--- config.mk ---
export PLATFORM = sky130hd
export DESIGN_NAME = pll_ccu_top
export DESIGN_NICKNAME = d
export VERILOG_FILES = /design/src/rtl/pll_ccu_pkg.sv /design/src/rtl/ccu_cfg_regs.sv /design/src/rtl/ccu_loss_det.sv /design/src/rtl/ccu_src_fsm.sv /design/src/rtl/pll_ccu_top.sv
export SDC_FILE = /design/constraint.sdc
export NUM_CORES = 1
export LEC_CHECK = 0
export BUFFER_PORTS_ARGS = -buffer_cell sky130_fd_sc_hd__buf_2
export CAP_MARGIN = 10
export CORE_ASPECT_RATIO = 0.8
export CORE_MARGIN = 8
export CORE_UTILIZATION = 45
export DETAILED_ROUTE_END_ITERATION = 8
export PLACE_DENSITY = 0.76
export SYNTH_ARGS = -nofsm -noshare
export SYNTH_HDL_FRONTEND = slang
export SYNTH_HIERARCHICAL = 1
export SYNTH_SLANG_ARGS = --single-unit
--- constraint.sdc ---
create_clock -name clk_osc -period 1.7 [get_ports clk_osc]
set_input_delay 0.085 -clock clk_osc [delete_from_list [all_inputs] [get_ports clk_osc]]
set_output_delay 0.085 -clock clk_osc [all_outputs]
set_load 0.01 [all_outputs]
--- src/rtl/pll_ccu_pkg.sv ---
package pll_ccu_pkg;
    localparam logic [2:0] PLL_OFF_CODE = 3'b111;

    typedef enum logic [2:0] {ST_REF, ST_PLL, ST_FREE, ST_SAFE, ST_HAND} ccu_state_e;
    typedef enum logic [1:0] {SRC_REF, SRC_PLL, SRC_FREE, SRC_SAFE} src_e;

    typedef struct packed {
        logic       div2;
        logic [1:0] mul;
        logic [2:0] div;
        logic       free;
        logic       sel;
    } ccu_cfg_t;
endpackage

--- src/rtl/ccu_cfg_regs.sv ---
module ccu_cfg_regs
    import pll_ccu_pkg::*;
(
    input  logic       clk,
    input  logic       rst_n,
    input  logic       we,
    input  ccu_cfg_t   wr,
    output ccu_cfg_t   cfg_q,
    output logic       ref_en_o,
    output logic       pll_en_o,
    output logic [3:0] mul_o,
    output logic [2:0] div_o,
    output logic [4:0] safe_o
);
    localparam ccu_cfg_t CFG_RST = '{div2: 1'b1, mul: 2'd0, div: PLL_OFF_CODE,
                                     free: 1'b0, sel: 1'b0};
    logic tog_q;

    always_ff @(posedge clk or negedge rst_n) begin
        if (!rst_n) begin
            cfg_q <= CFG_RST;
        end else if (we) begin
            cfg_q.div2 <= wr.div2;
            cfg_q.mul  <= wr.mul;
            cfg_q.div  <= wr.div;
            cfg_q.sel  <= wr.sel;
            if (!cfg_q.sel) cfg_q.free <= wr.free;
        end
    end

    always_ff @(posedge clk or negedge rst_n) begin
        if (!rst_n) tog_q <= 1'b0;
        else        tog_q <= ~tog_q;
    end

    assign ref_en_o = ~cfg_q.div2 | tog_q;
    assign pll_en_o = (cfg_q.div != PLL_OFF_CODE);

    always_comb begin
        unique case (cfg_q.mul)
            2'd0:    mul_o = 4'd6;
            2'd1:    mul_o = 4'd8;
            2'd2:    mul_o = 4'd10;
            default: mul_o = 4'd14;
        endcase
        div_o  = pll_en_o ? 3'(cfg_q.div + 3'd1) : 3'd0;
        safe_o = cfg_q.div[2] ? 5'(({3'd0, cfg_q.div[1:0]} + 5'd1) << 1)
                              : 5'(5'd10 + {2'd0, cfg_q.div[1:0], 1'b0});
    end

    p_free_locked_r7: assert property (@(posedge clk) disable iff (!rst_n)
        (we && cfg_q.sel) |=> $stable(cfg_q.free));
    p_half_ref_r2: assert property (@(posedge clk) disable iff (!rst_n)
        (cfg_q.div2 && ref_en_o) |=> (!ref_en_o || !cfg_q.div2));
endmodule

--- src/rtl/ccu_loss_det.sv ---
module ccu_loss_det #(
    parameter int SYNC_STAGES = 2,
    parameter int LOSS_LIM    = 16
) (
    input  logic clk,
    input  logic rst_n,
    input  logic pll_clk_i,
    input  logic ref_en,
    input  logic pll_active,
    input  logic clr,
    output logic fb_o
);
    localparam int CW = $clog2(LOSS_LIM + 1);
    logic [SYNC_STAGES:0] sh_q;
    logic [CW-1:0]        cnt_q;
    logic                 pll_edge;

    always_ff @(posedge clk or negedge rst_n) begin
        if (!rst_n) sh_q <= '0;
        else        sh_q <= {sh_q[SYNC_STAGES-1:0], pll_clk_i};
    end
    assign pll_edge = sh_q[SYNC_STAGES] ^ sh_q[SYNC_STAGES-1];

    always_ff @(posedge clk or negedge rst_n) begin
        if (!rst_n)                      cnt_q <= '0;
        else if (!pll_active || pll_edge) cnt_q <= '0;
        else if (ref_en)                 cnt_q <= cnt_q + 1'b1;
    end

    always_ff @(posedge clk or negedge rst_n) begin
        if (!rst_n)   fb_o <= 1'b0;
        else if (clr) fb_o <= 1'b0;
        else if (pll_active && !pll_edge && ref_en && cnt_q == CW'(LOSS_LIM - 1))
            fb_o <= 1'b1;
    end

    p_loss_only_on_pll_r9: assert property (@(posedge clk) disable iff (!rst_n)
        $rose(fb_o) |-> $past(pll_active));
    p_loss_sticky_r9: assert property (@(posedge clk) disable iff (!rst_n)
        (fb_o && !clr) |=> fb_o);
endmodule

--- src/rtl/ccu_src_fsm.sv ---
module ccu_src_fsm
    import pll_ccu_pkg::*;
#(
    parameter int GAP = 4
) (
    input  logic       clk,
    input  logic       rst_n,
    input  src_e       want,
    output logic [3:0] gate_o,
    output logic       pll_on_o
);
    localparam int CW = $clog2(GAP + 1);
    ccu_state_e st_q, st_d;
    logic [CW-1:0] cnt_q;

    function automatic ccu_state_e st_of(src_e s);
        case (s)
            SRC_PLL:  return ST_PLL;
            SRC_FREE: return ST_FREE;
            SRC_SAFE: return ST_SAFE;
            default:  return ST_REF;
        endcase
    endfunction

    always_ff @(posedge clk or negedge rst_n) begin
        if (!rst_n) begin
            st_q  <= ST_REF;
            cnt_q <= '0;
        end else begin
            st_q  <= st_d;
            cnt_q <= (st_q == ST_HAND) ? cnt_q + 1'b1 : '0;
        end
    end

    always_comb begin
        st_d = st_q;
        unique case (st_q)
            ST_REF:  if (want != SRC_REF)  st_d = ST_HAND;
            ST_PLL:  if (want != SRC_PLL)  st_d = ST_HAND;
            ST_FREE: if (want != SRC_FREE) st_d = ST_HAND;
            ST_SAFE: if (want != SRC_SAFE) st_d = ST_HAND;
            ST_HAND: if (cnt_q == CW'(GAP - 1)) st_d = st_of(want);
            default: st_d = ST_HAND;
        endcase
    end

    always_comb begin
        gate_o = 4'b0000;
        unique case (st_q)
            ST_REF:  gate_o[0] = 1'b1;
            ST_PLL:  gate_o[1] = 1'b1;
            ST_FREE: gate_o[2] = 1'b1;
            ST_SAFE: gate_o[3] = 1'b1;
            default: gate_o = 4'b0000;
        endcase
    end
    assign pll_on_o = (st_q == ST_PLL);

    p_one_gate_r11: assert property (@(posedge clk) disable iff (!rst_n)
        $onehot0(gate_o));
    p_break_before_make_r10: assert property (@(posedge clk) disable iff (!rst_n)
        (gate_o != 4'b0000 && $past(gate_o) != 4'b0000) |-> gate_o == $past(gate_o));
endmodule

--- src/rtl/pll_ccu_top.sv ---
module pll_ccu_top
    import pll_ccu_pkg::*;
#(
    parameter int SYNC_STAGES = 2,
    parameter int LOSS_LIM    = 16
) (
    input  logic       clk_osc,
    input  logic       rst_n,
    input  logic       cfg_we_i,
    input  logic       cfg_div2_i,
    input  logic [1:0] cfg_mul_i,
    input  logic [2:0] cfg_div_i,
    input  logic       cfg_free_i,
    input  logic       cfg_sel_i,
    input  logic       fb_clr_i,
    input  logic       lock_i,
    input  logic       supply_ok_i,
    input  logic       pll_clk_i,
    output logic       ref_en_o,
    output logic       pll_en_o,
    output logic [3:0] pll_mul_o,
    output logic [2:0] pll_div_o,
    output logic [4:0] safe_div_o,
    output logic [3:0] gate_o,
    output logic       fallback_o
);
    localparam int HAND_GAP = 2 * SYNC_STAGES;

    ccu_cfg_t wr_s, cfg_s;
    src_e     want;
    logic     pll_gated;

    assign wr_s = '{div2: cfg_div2_i, mul: cfg_mul_i, div: cfg_div_i,
                    free: cfg_free_i, sel: cfg_sel_i};

    ccu_cfg_regs i_regs (
        .clk(clk_osc), .rst_n(rst_n), .we(cfg_we_i), .wr(wr_s), .cfg_q(cfg_s),
        .ref_en_o(ref_en_o), .pll_en_o(pll_en_o), .mul_o(pll_mul_o),
        .div_o(pll_div_o), .safe_o(safe_div_o)
    );

    ccu_loss_det #(.SYNC_STAGES(SYNC_STAGES), .LOSS_LIM(LOSS_LIM)) i_loss (
        .clk(clk_osc), .rst_n(rst_n), .pll_clk_i(pll_clk_i), .ref_en(ref_en_o),
        .pll_active(pll_gated), .clr(fb_clr_i), .fb_o(fallback_o)
    );

    always_comb begin
        if (fallback_o)
            want = SRC_SAFE;
        else if (cfg_s.sel && pll_en_o && lock_i && supply_ok_i)
            want = SRC_PLL;
        else if (cfg_s.sel && !pll_en_o && cfg_s.free)
            want = SRC_FREE;
        else
            want = SRC_REF;
    end

    ccu_src_fsm #(.GAP(HAND_GAP)) i_fsm (
        .clk(clk_osc), .rst_n(rst_n), .want(want), .gate_o(gate_o), .pll_on_o(pll_gated)
    );

    p_pll_needs_lock_r5: assert property (@(posedge clk_osc) disable iff (!rst_n)
        $rose(gate_o[1]) |-> $past(cfg_s.sel && pll_en_o && lock_i && supply_ok_i));
    p_free_needs_off_r6: assert property (@(posedge clk_osc) disable iff (!rst_n)
        $rose(gate_o[2]) |-> $past(cfg_s.sel && !pll_en_o && cfg_s.free));
endmodule

---- Word level (Yosys, flattened, before mapping) ----
Cells that the tools add are included.
storage, ports and cells
  bits in registers ....................... 24
operators by class
  add/sub/neg operators ................... 5
  equality and inequality tests ........... 20
  muxes and demuxes ....................... 22
  bitwise gates (word level) .............. 5
  reductions and logical operators ........ 19
operators with widths
  cell                   number
  $mux W3                7
  $mux W5                3
  $pmux W3 S5            1
  $pmux W4 S3            1
  $ne A2 B1 Y1 const B   5
  $eq A3 B2 Y1 const B   3
  $logic_and A1 B1 Y1    8
  $add A3 B1 Y3 const B  2
  $eq A2 B2 Y1 const B   3
  $mux W1                6
  $mux W2                3
  $ne A2 B2 Y1 const B   3
  $pmux W2 S3            1
  $reduce_bool A2 Y1     3
  $add A4 B3 Y5 const A  1
  $add A5 B1 Y5 const B  1
  $eq A5 B4 Y1 const B   1
  $reduce_and A5 Y1      1
  $eq A2 B1 Y1 const B   2
  $add A2 B1 Y3 const B  1
  $eq A3 B1 Y1 const B   1
  $eq A3 B3 Y1 const B   1
  $logic_not A1 Y1       3
  $logic_not A3 Y1       1
  other kinds (7)        9

---- Logic depth before layout (Yosys ltp) ----
  depth after elaboration ................. 11
  gate-level depth with buffers ........... 7
  gate-level depth less buffers ........... 7

---- Modules after synthesis ----
Netlist, hierarchy kept.
modules (own cells, without submodules)
  module        instances  cells each  area each (um^2)  seq. area each (um^2)
  ccu_cfg_regs  1          43          490.5             230.2
  ccu_loss_det  1          30          372.9             225.2
  ccu_src_fsm   1          33          325.3             150.1
  pll_ccu_top   1          3           23.8              0.0

---- Worst setup path after synthesis ----
No wires, ideal clock.
  path type ............................... register to register
  from .................................... register i_regs/cfg_q[2] (netlist bit)
  to ...................................... register i_fsm.st_q[1]
  setup time .............................. 0.121 ns
  arrival time ............................ 1.436 ns
  data required time ...................... 1.579 ns
  path slack .............................. 0.143 ns
  stages on the path, launching flop included .. 7
  buffers on the path ..................... 0
  cells stage by stage .................... dfstp_2 > ha_1 > nand2_1 > a41o_2 > xnor2_1 > a31oi_1 > nor2b_1
RTL lines
  what                                          line                RTL
  from (decl)                                   ccu_cfg_regs.sv:8   output ccu_cfg_t cfg_q,
  $ne A3 B3 Y1 (*)                              ccu_cfg_regs.sv:37  assign pll_en_o = (cfg_q.div != PLL_OFF_CODE);
  named net pll_en_o                            pll_ccu_top.sv:20   output logic pll_en_o,
  $logic_and A1 B1 Y1 (*) (3 in a row)          pll_ccu_top.sv:50   else if (cfg_s.sel && pll_en_o && lock_i && supply_ok_i)
  $mux W2 (*)                                   pll_ccu_top.sv:50
  $mux W2 (*)                                   pll_ccu_top.sv:48   if (fallback_o)
  named net want[0]                             pll_ccu_top.sv:30   src_e want;
  $eq A2 B2 Y1 or $eq A2 B1 Y1 (tied branches)  ccu_src_fsm.sv:17   case (s)
  $pmux W2 S3                                   ccu_src_fsm.sv:17
  $mux W3                                       ccu_src_fsm.sv:42   ST_HAND: if (cnt_q == CW'(GAP - 1)) st_d = st_of(want);
  $pmux W3 S5                                   ccu_src_fsm.sv:37   unique case (st_q)
  to (signal assigned)                          ccu_src_fsm.sv:30   st_q <= st_d;
  to (decl)                                     ccu_src_fsm.sv:13   ccu_state_e st_q, st_d;
Mark *: on every way through the listed nets, which the timed path passes. The rest lies on a longest branch. The select of a mux whose other input is x is not followed.
A chain may end at the register's enable or synchronous reset.

---- Worst setup path after layout ----
  from .................................... register i_regs/cfg_q[2] (netlist bit)
  to ...................................... register i_fsm.st_q[1]
RTL lines
  what                                          line
  $ne A3 B3 Y1 (*)                              ccu_cfg_regs.sv:37
  $logic_and A1 B1 Y1 (*) (3 in a row)          pll_ccu_top.sv:50
  $mux W2 (*)                                   pll_ccu_top.sv:50
  $mux W2 (*)                                   pll_ccu_top.sv:48
  named net want[0]                             pll_ccu_top.sv:30
  $eq A2 B2 Y1 or $eq A2 B1 Y1 (tied branches)  ccu_src_fsm.sv:17
  $pmux W2 S3                                   ccu_src_fsm.sv:17
  $mux W3                                       ccu_src_fsm.sv:42
  $pmux W3 S5                                   ccu_src_fsm.sv:37
Marks and branches as above.

==> flow_summary.toml <==
[sta]
tightest_slew_ps = 522
max_freq_mhz = 610
final-setup-viol-count = 0
hold_violations = 0
period_share_pct = 96.5
period_minus_slack_ps = 1640
report.final.slew_viol_count = 0
holdWs_ps = 20.1
slew_headroom_pct = 65.2
finClkSkew_ps = 1.49

[place]
dp_hpwl_um = 1880
io_buffers = 31
place_congestion = 0.757
place_inst = 171
dpl-instance-area_um2 = 1360

[global_routing]
grt_pass1_vias = 919
antenna_found_initial = 0
grt_pass1_wl_um = 4220
met1_usage_pct = 13.1
use_met2_pct = 18.9
grt_max_degree = 25
grt_overflow = 0
globalRouteTotalUtil_pct = 11.4
use_met3_pct = 4.49
top_usage_layer = "met2"

[floorplan]
die_area_um2 = 4620
core_area_um2 = 2660
start_util_pct = 45.6
die_h_um = 62.4
die_w_um = 74.0
rows = 17
ioPinCount = 34

[clock_network]
cts.sinks = 24
htreeDepth = 1
cts_buffer_depth = 2
cts_buffers = 3
cts_tree = "done"
root_buffer = "clkbuf_4"
clkLatencyLatePin_ps = 310
clk_pin_slew_ps = 120

[drt]
wirelength_um = 2640
drt_pass1_iterations = 4
drcViolationCount = 0
wire_per_inst_um = 14.2
drt_iter0_markers = 53
drtAntennaViolNets = 0
routed_via_density = 4.74
vias = 881

[synthesis]
yosysSeqAreaShare_pct = 49.9
synth_top_cell_area_share_pct = 41.3
netlist_instances = 109
synth_top_area_cell = "dfrtp_1"
ys_types = 30
netlist_area_um2 = 1210
syn_avg_cell_area_um2 = 11.1
synth-warning-count = 6
synthTopCellsByArea = "dfrtp_1 (41%), dfstp_2 (8.7%), ha_1 (8.3%), mux2_4 (6.2%), inv_1 (3.7%)"
synth-seq-cells = 24

[hold_path]
min_path_type = "in2reg"
hold_depth = 3

[finish]
diodes = 0
finalNetCount = 172
final_area_um2 = 1520
finalNonFillerCells = 186
drive_above_1_share_pct = 35.1
fillerInstances = 222
syn2layout_area_growth_pct = 25.4

[setup_path]
r2r_end = "i_fsm/st_q[1]"
cp_max_fo = 4
critPathCapture = "i_fsm/st_q[1]"
crit_path_start = "i_regs/cfg_q[2]"
timing.rr.start = "i_regs/cfg_q[2]"
worstSetupPathType = "reg2reg"
ff2ff_path_depth = 6
arrival_ps = 1890
required_ps = 1950
endpoint_kind = "flip-flop"
crit_path_start_kind = "flip-flop"
reg2reg_slack_ps = 60

[power_and_ir_drop]
ir_drop_mv = 0.770
power.static_leakage_nw = 0.788
p_total_mw = 1.34
cellInternalPower_uw = 954
combPwrFrac_pct = 26.6
swShare_pct = 28.9
switchingPower_uw = 387
p_seq_share_pct = 51.6
power.share.clock_pct = 21.9
powerDensity_nw_per_um2 = 882

[flow_run]
maxCapViolCount = 0

[status]
outcome = "finished clean"
## worst min path at each step
| stage | slack, ps | to | from |
|---|---|---|---|
| after CTS | 0.8 | i_regs/cfg_q[3] | cfg_div_i[1] |
| final | 20 | i_regs/cfg_q[5] | cfg_mul_i[0] |
| after detailed placement | 90 | i_regs/cfg_q[6] | rst_n |
| after global placement | 80 | i_regs/cfg_q[5] | rst_n |
| after floorplan | -210 | i_fsm/cnt_q[0] | rst_n |
| after global routing | 20 | i_regs/cfg_q[5] | cfg_mul_i[0] |
## cell families (layout without fill, tap and decap cells)
group           Yosys count  count (layout)  synth area share, %
simple gates             31              31                 13.3
flops                    24              24                 49.9
buf+inv                  21              59                 9.49
compound gates           11              11                 6.61
fa+ha+maj                 8               8                 8.26
xor+xnor                  7               7                 5.06
mux                       6               6                 7.02
other cells               1               2                0.309
## per-layer routing
metal | vias to the layer above | share of wire (%)
li1 | 425 | -
met1 | 429 | 41
met2 | 23 | 53
met3 | 4 | 5.4
met4 | 0 | 1.4
met5 | - | 0
## registers in the layout, summed over array words and instances (netlist names)
register      count
i_regs/tog_q      1
i_loss/fb_o       1
i_loss/sh_q       3
i_fsm/st_q        3
i_regs/cfg_q      8
i_loss/cnt_q      5
i_fsm/cnt_q       3
## final cells by class
cell class	instances	area (um^2)	area share, %
repair buffers	43	270	17.8
inverters	12	45.0	2.96
well taps	38	47.5	3.13
multi-input cells	65	515	33.9
flip-flops and latches	24	606	39.8
clock buffers	4	36.3	2.39
## placed cells by master, fill, tap and decap left out, types with 2 or more instances in the layout
cell,instances
ha_1,7
a21oi_1,2
o21ai_0,3
xnor2_1,3
mux2_4,5
nor3b_1,2
conb_1,2
dfstp_2,4
nor2b_1,2
buf_4,2
nand2_1,9
dlygate4sd3_1,10
buf_2,31
inv_1,12
and3_1,3
clkbuf_4,3
nor2_1,10
xor2_1,3
dfrtp_1,20
## critical path, cell delays in order (launching register included)
cell     delay, ps
dfstp_2        600
ha_4           150
nand2_1         90
a41o_2         320
xnor2_2        200
a31oi_1        100
nor2b_1        130
## timing repair
item / 4_1_cts / 5_1_grt
gates resized for setup: 0 / 3
setup endpoints to repair: 0 / 1
hold buffers: 9 / 1
buffers inserted: 0 / 1
endpoints found under the hold margin: 28 / 1
## cells in the mapped netlist
library cell and n:
a211oi_2 1, a21oi_1 2, a31o_1 1, a31oi_1 1
a41o_2 1, a41oi_1 1, and3_1 3, and4bb_1 1
buf_2 2, buf_4 5, buf_6 2, conb_1 1
dfrtp_1 20, dfstp_2 4, ha_1 8, inv_1 12
mux2_4 5, mux2i_1 1, nand2_1 9, nand2_2 1
nand4_1 1, nor2_1 10, nor2b_1 2, nor2b_4 1
nor3_1 1, nor3b_1 2, o21ai_0 3, o31ai_1 1
xnor2_1 4, xor2_1 3
## per-stage QoR
step                      util, %  worst slack, ps  setup TNS [ps]
after detailed placement     51.0             82.6               0
after floorplan                 -              143               0
final                        57.2             59.6               0
after global routing         57.2            -38.1           -38.1
after CTS                    55.8             48.1               0
after global placement       51.0              181               0
## power by group through the flow
stage / clock network [mW] / registers [mW] / logic, mW
floorplan: 0 / 0.685 / 0.228
global placement: 0 / 0.697 / 0.313
detailed placement: 0 / 0.701 / 0.333
CTS: 0.301 / 0.690 / 0.351
global route: 0.339 / 0.703 / 0.399
finish: 0.293 / 0.692 / 0.356
No activity file was read; power rests on OpenSTA's default activity.
